**src/rtl/nic_irq_pkg.sv**
```systemverilog
package nic_irq_pkg;

   typedef enum logic [1:0] {
      CU_IDLE = 2'b00,
      CU_SUSP = 2'b01,
      CU_LPQ  = 2'b10,
      CU_HPQ  = 2'b11
   } cu_state_e;

   typedef enum logic {
      CNA_LEAVE_ACTIVE = 1'b0,
      CNA_ENTER_IDLE   = 1'b1
   } cna_mode_e;

   // positions inside the flag byte (word bit = FLAG_LO + index)
   localparam int FL_CX  = 7;
   localparam int FL_FR  = 6;
   localparam int FL_CNA = 5;
   localparam int FL_RNR = 4;
   localparam int FL_MDI = 3;
   localparam int FL_SWI = 2;
   localparam int FL_ER  = 1;
   localparam int FL_FCP = 0;

   localparam int NUM_FLAGS = 8;

endpackage

```
**src/rtl/nic_cu_watch.sv**
```systemverilog
module nic_cu_watch #(
   parameter int ST_W = 2
) (
   input  logic            clk,
   input  logic            rst_n,
   input  logic [ST_W-1:0] state_i,
   input  logic            mode_i,
   output logic            cna_o
);
   import nic_irq_pkg::*;

   localparam int ACT_BIT = ST_W - 1;

   generate
      if (ST_W != 2) begin : g_bad_width
         $error("nic_cu_watch: state encoding needs exactly two bits");
      end
   endgenerate

   logic [ST_W-1:0] prev_q;
   logic            left_active;
   logic            reached_idle;

   always_ff @(posedge clk or negedge rst_n) begin
      if (!rst_n) prev_q <= CU_IDLE;
      else        prev_q <= state_i;
   end

   always_comb begin
      left_active  = prev_q[ACT_BIT] & ~state_i[ACT_BIT];
      reached_idle = (state_i == CU_IDLE) && (prev_q != CU_IDLE);
      if (mode_i == CNA_ENTER_IDLE) cna_o = reached_idle;
      else                          cna_o = left_active;
   end

endmodule

```
**src/rtl/nic_fall_detect.sv**
```systemverilog
module nic_fall_detect #(
   parameter int W = 1
) (
   input  logic         clk,
   input  logic         rst_n,
   input  logic [W-1:0] lvl_i,
   output logic [W-1:0] fall_o
);

   generate
      if (W < 1) begin : g_bad_w
         $error("nic_fall_detect: width must be positive");
      end
   endgenerate

   logic [W-1:0] lvl_q;

   always_ff @(posedge clk or negedge rst_n) begin
      if (!rst_n) lvl_q <= '0;
      else        lvl_q <= lvl_i;
   end

   generate
      for (genvar i = 0; i < W; i++) begin : g_bit
         assign fall_o[i] = lvl_q[i] & ~lvl_i[i];
      end
   endgenerate

endmodule

```
**src/rtl/nic_sticky_bank.sv**
```systemverilog
module nic_sticky_bank #(
   parameter int N = 8
) (
   input  logic         clk,
   input  logic         rst_n,
   input  logic [N-1:0] set_i,
   input  logic [N-1:0] clr_i,
   output logic [N-1:0] q_o
);

   generate
      if (N < 1) begin : g_bad_n
         $error("nic_sticky_bank: needs at least one flag");
      end
   endgenerate

   generate
      for (genvar i = 0; i < N; i++) begin : g_bit
         logic q;

         always_ff @(posedge clk or negedge rst_n) begin
            if (!rst_n)        q <= 1'b0;
            else if (set_i[i]) q <= 1'b1;
            else if (clr_i[i]) q <= 1'b0;
         end

         assign q_o[i] = q;

         // a set always lands, even against a clear
         p_set_wins_r4: assert property (@(posedge clk) disable iff (!rst_n)
            set_i[i] |=> q_o[i]);

         // a clear without a set empties the flag
         p_clear_r3: assert property (@(posedge clk) disable iff (!rst_n)
            (clr_i[i] && !set_i[i]) |=> !q_o[i]);

         // untouched flags hold
         p_hold_r12: assert property (@(posedge clk) disable iff (!rst_n)
            (!clr_i[i] && !set_i[i]) |=> $stable(q_o[i]));
      end
   endgenerate

endmodule

```
**src/rtl/nic_irq_status_word.sv**
```systemverilog
module nic_irq_status_word #(
   parameter int WORD_W = 16,
   parameter int FLAG_N = 8,
   parameter int ST_W   = 2
) (
   input  logic              clk,
   input  logic              rst_n,
   input  logic [ST_W-1:0]   cu_state_i,
   input  logic              cna_mode_i,
   input  logic              cmd_done_i,
   input  logic              cmd_irq_req_i,
   input  logic              frame_rx_i,
   input  logic              ru_ready_i,
   input  logic              mdi_done_i,
   input  logic              mdi_irq_en_i,
   input  logic              sw_irq_i,
   input  logic              early_rx_i,
   input  logic              fc_pause_i,
   input  logic              wr_en_i,
   input  logic [WORD_W-1:0] wr_data_i,
   output logic [WORD_W-1:0] rd_data_o,
   output logic              irq_o
);
   import nic_irq_pkg::*;

   localparam int FLAG_LO = WORD_W - FLAG_N;
   localparam int PAD_W   = FLAG_LO - ST_W;

   generate
      if (FLAG_N != NUM_FLAGS) begin : g_bad_flags
         $error("nic_irq_status_word: flag count must match the event set");
      end
      if (PAD_W < 0) begin : g_bad_word
         $error("nic_irq_status_word: word too narrow for flags and state");
      end
   endgenerate

   logic [FLAG_N-1:0] set_vec;
   logic [FLAG_N-1:0] clr_vec;
   logic [FLAG_N-1:0] flags;
   logic [FLAG_N-1:0] irq_mask;
   logic              cna_ev;
   logic              rnr_ev;

   nic_cu_watch #(.ST_W(ST_W)) u_cu (
      .clk    (clk),
      .rst_n  (rst_n),
      .state_i(cu_state_i),
      .mode_i (cna_mode_i),
      .cna_o  (cna_ev)
   );

   nic_fall_detect #(.W(1)) u_ru (
      .clk   (clk),
      .rst_n (rst_n),
      .lvl_i (ru_ready_i),
      .fall_o(rnr_ev)
   );

   always_comb begin
      set_vec         = '0;
      set_vec[FL_CX]  = cmd_done_i & cmd_irq_req_i;
      set_vec[FL_FR]  = frame_rx_i;
      set_vec[FL_CNA] = cna_ev;
      set_vec[FL_RNR] = rnr_ev;
      set_vec[FL_MDI] = mdi_done_i;
      set_vec[FL_SWI] = sw_irq_i;
      set_vec[FL_ER]  = early_rx_i;
      set_vec[FL_FCP] = fc_pause_i;
      clr_vec = wr_en_i ? wr_data_i[WORD_W-1:FLAG_LO] : '0;
   end

   logic unused_wr_low;
   assign unused_wr_low = ^wr_data_i[FLAG_LO-1:0];

   nic_sticky_bank #(.N(FLAG_N)) u_bank (
      .clk  (clk),
      .rst_n(rst_n),
      .set_i(set_vec),
      .clr_i(clr_vec),
      .q_o  (flags)
   );

   generate
      if (PAD_W > 0) begin : g_pad
         assign rd_data_o = {flags, cu_state_i, {PAD_W{1'b0}}};
      end else begin : g_nopad
         assign rd_data_o = {flags, cu_state_i};
      end
   endgenerate

   always_comb begin
      irq_mask         = '1;
      irq_mask[FL_MDI] = mdi_irq_en_i;
      irq_o            = |(flags & irq_mask);
   end

   // any ungated flag drives the interrupt
   p_flag_irq_r11: assert property (@(posedge clk) disable iff (!rst_n)
      (|rd_data_o[WORD_W-1:FLAG_LO+FL_MDI+1]) |-> irq_o);

   // in idle-only mode a non-idle state never raises bit 13
   p_idle_only_r7: assert property (@(posedge clk) disable iff (!rst_n)
      (cna_mode_i && (cu_state_i != CU_IDLE) && !rd_data_o[FLAG_LO+FL_CNA])
      |=> !rd_data_o[FLAG_LO+FL_CNA]);

   // a finished command without its request bit leaves bit 15 clear
   p_cmd_qual_r5: assert property (@(posedge clk) disable iff (!rst_n)
      (!cmd_irq_req_i && !rd_data_o[FLAG_LO+FL_CX]) |=> !rd_data_o[FLAG_LO+FL_CX]);

endmodule

```
**config.mk**
```make
export PLATFORM = sky130hd
export DESIGN_NAME = nic_irq_status_word
export DESIGN_NICKNAME = d
export VERILOG_FILES = /design/src/rtl/nic_irq_pkg.sv /design/src/rtl/nic_cu_watch.sv /design/src/rtl/nic_fall_detect.sv /design/src/rtl/nic_sticky_bank.sv /design/src/rtl/nic_irq_status_word.sv
export SDC_FILE = /design/constraint.sdc
export NUM_CORES = 1
export LEC_CHECK = 0
export ABC_AREA = 1
export BUFFER_PORTS_ARGS = -buffer_cell sky130_fd_sc_hd__clkbuf_2
export CORE_MARGIN = 4
export CORE_UTILIZATION = 25
export CTS_BUF_LIST = sky130_fd_sc_hd__clkbuf_8 sky130_fd_sc_hd__clkbuf_16
export DETAILED_ROUTE_END_ITERATION = 16
export PLACE_DENSITY_LB_ADDON = 0.25
export SLEW_MARGIN = 20
export SYNTH_ARGS = -nofsm -noshare
export SYNTH_HDL_FRONTEND = slang
export SYNTH_SLANG_ARGS = --single-unit
```
**constraint.sdc**
```tcl
create_clock -name clk -period 1.8 [get_ports clk]
set_input_delay 0.09 -clock clk [delete_from_list [all_inputs] [get_ports clk]]
set_output_delay 0.09 -clock clk [all_outputs]
set_load 0.05 [all_outputs]
```
==> out/qor.csv <==
stage,metric,value,unit
timing,setup_viol,0,
finish,nets,127,
die,start_util,0.262,
route,vias,445,
worst_setup_path,critPathMaxStageDelay,0.40,ns
worst_setup_path,cp_max_fo,3,
clock_network,htreeDepth,1,
route,wl_per_cell,9.17,µm
hold_path,min_path_type,primary input to flip-flop,
global_route,grt_usage,0.0784,
synthesis,synthCells,66,
route,drt_iter0_markers,5,
finish,fin_area,747,µm²
die,die_area,3120,µm²
finish,final_cells,123,
pwr,p_leak,0.427,nW
die,io-pin-count,48,
hold_path,hold_path_end,u_bank.g_bit[6].q$_DFFE_PN0P_,
worst_setup_path,reg2reg_depth,1,
timing,drv_slew,0,
die,num_rows,17,
placed_design,dp.cells,115,
clock_network,cts.clk_slew.worst_paths,0.05,ns
synthesis,synth_warnings,0,
clock_network,cts-buffers-inserted,3,
clock_network,clock_latency,0.24,ns
timing,finalHoldViolations,0,
die,die_w,55.9,µm
worst_setup_path,r2r_start,u_bank.g_bit[2].q$_DFFE_PN0P_,
worst_setup_path,r2r_end,u_bank.g_bit[2].q$_DFFE_PN0P_,
global_route,grt_max_degree,12,
timing,setup-tns-final,0,ns
pwr,power_density,932,nW/µm²
worst_setup_path,crit_type,flip-flop to output port,
finish,syn_to_final_growth,30.3,%
clock_network,cts_tree,built,
route,routed_wl,1130,µm
timing,finClkSkew,0.000165,ns
worst_setup_path,cp_slowest_cell,dfrtp_1,
global_route,grt_overflow,0,
worst_setup_path,regToRegSetupSlack,1.11,ns
clock_network,clock_path_buffers,2,
clock_network,cts_root_buf,clkbuf_8,
die,die_h,55.9,µm
global_route,grt_pass1_vias,467,
finish,drive_above_1_share,0.389,
synthesis,synth_cell_type_count,11,
route,drtPass1Iterations,2,
hold_path,hold_depth,2,
global_route,grt_pass1_wl,1930,µm
hold_path,hp-start,frame_rx_i,
die,core_area,2190,µm²
pwr,total_power,0.696,mW
placed_design,hpwl,916,µm
worst_setup_path,cp_data_required_time,1.71,ns
clock_network,clock-sinks,11,
timing,fmax,0.800,GHz
finish,antenna_cells,0,
job,drv_cap,0,
timing,rsz0062_at_grt,no,
placed_design,placed_cell_area,661,µm²
placed_design,globalplace.congestion,0.688,
route,avgViaCountPerCell,3.62,
route,final_antenna_net_count,0,
synthesis,ys_ff_latch,11,
run_status,status,completed,
pwr,ir_drop,0.000501,V
worst_setup_path,end_kind,output port,
synthesis,postSynthAreaPerCell,8.68,µm²
placed_design,io_buffers,33,
synthesis,ys_seq_area_frac,0.480,
global_route,antenna_found_initial,0,
worst_setup_path,arrival,1.16,ns
timing,min_period,1.25,ns
worst_setup_path,crit_chain,nor2_1 > and2_1 > nand2_1 > clkbuf_2,
synthesis,syn_area,573,µm²
timing,period_share,0.694,
route,drc,0,
worst_setup_path,critPathLaunchType,flip-flop,
how the worst max path moves through the flow:
stage / start / endpoint / slack, ns / cells past startpoint
2_1_floorplan: u_bank.g_bit[2].q$_DFFE_PN0P_ / irq_o / 0.85 / 3
3_3_place_gp: u_bank.g_bit[2].q$_DFFE_PN0P_ / irq_o / 0.80 / 4
5_1_grt: u_bank.g_bit[5].q$_DFFE_PN0P_ / irq_o / 0.45 / 5
6_report: u_bank.g_bit[2].q$_DFFE_PN0P_ / irq_o / 0.55 / 4
3_5_place_dp: u_bank.g_bit[2].q$_DFFE_PN0P_ / irq_o / 0.79 / 4
4_1_cts: u_bank.g_bit[2].q$_DFFE_PN0P_ / irq_o / 0.53 / 4
where the power goes:
part           internal, mW  leakage (nW)  total, mW  switching [mW]
Clock                 0.152        0.0255      0.242          0.0898
Combinational        0.0478         0.282      0.175           0.128
Sequential            0.267         0.119      0.279          0.0124
Total                 0.466         0.427      0.696           0.230
state kept, by name, indices dropped and copies added, names as in the netlist:
signal	cells
u_cu.prev_q	2
u_bank.g_bit.q	8
u_ru.lvl_q	1
timing repair:
action	4_1_cts	5_1_grt
gates resized for setup	0	0
hold buffers	4	0
buffers inserted	0	0
hold endpoints to repair	14	0
cell type report:
type	instances	area, µm²
Timing Repair Buffer	37	205
Tap cell	28	35.0
Inverter	5	18.8
Clock inverter	1	5.00
Fill cell	238	1440
Clock buffer	3	41.3
Sequential cell	11	275
Multi-Input combinational cell	38	166
Yosys cell counts:
library cell	n	area, µm²
a21o_1	5	37.5
o21ai_0	1	5.00
dfrtp_1	11	275
buf_6	1	11.3
and2_1	1	6.26
conb_1	1	3.75
inv_1	5	18.8
nor2_1	3	11.3
buf_4	16	120
a21oi_1	1	5.00
nand2_1	21	78.8
cells by family (layout without fill, tap and decap cells):
family / count (synthesis) / in the layout / share of synthesized area
buf+inv: 22 / 46 / 0.262
flops: 11 / 11 / 0.480
other cells: 1 / 6 / 0.00654
simple gates: 25 / 25 / 0.168
compound gates: 7 / 7 / 0.0830
per-layer routing:
metal | GRT usage | vias to the layer above | share of wire
met5 | 0 | - | 0
met4 | 0.0102 | 0 | 0
met3 | 0.0557 | 0 | 0.14
met2 | 0.125 | 26 | 0.45
met1 | 0.0879 | 184 | 0.42
li1 | - | 235 | -
worst max-delay path: cells and delay by family (launching register included):
family	cells	cell delay (ns)
buffers and inverters	1	0.23
DFF	1	0.40
and+or+nand+nor	3	0.29
layout by cell type (no fill, tap or decap), drive strengths merged:
master	instances
clkbuf	36
nand2	21
dfrtp	11
conb	6
inv	5
a21o	5
dlygate4sd3	4
nor2	3
and2	1
a21oi	1
o21ai	1
clkinv	1
metrics by stage:
stage,setup WS [ns],util,hold slack (ns)
2_1_floorplan,0.854,-,-0.206
3_3_place_gp,0.798,0.302,-0.0140
3_5_place_dp,0.788,0.302,-0.0139
4_1_cts,0.525,0.341,0.0246
5_1_grt,0.452,0.341,0.0326
6_report,0.550,0.341,0.0290
No activity file was read; power rests on OpenSTA's default activity.
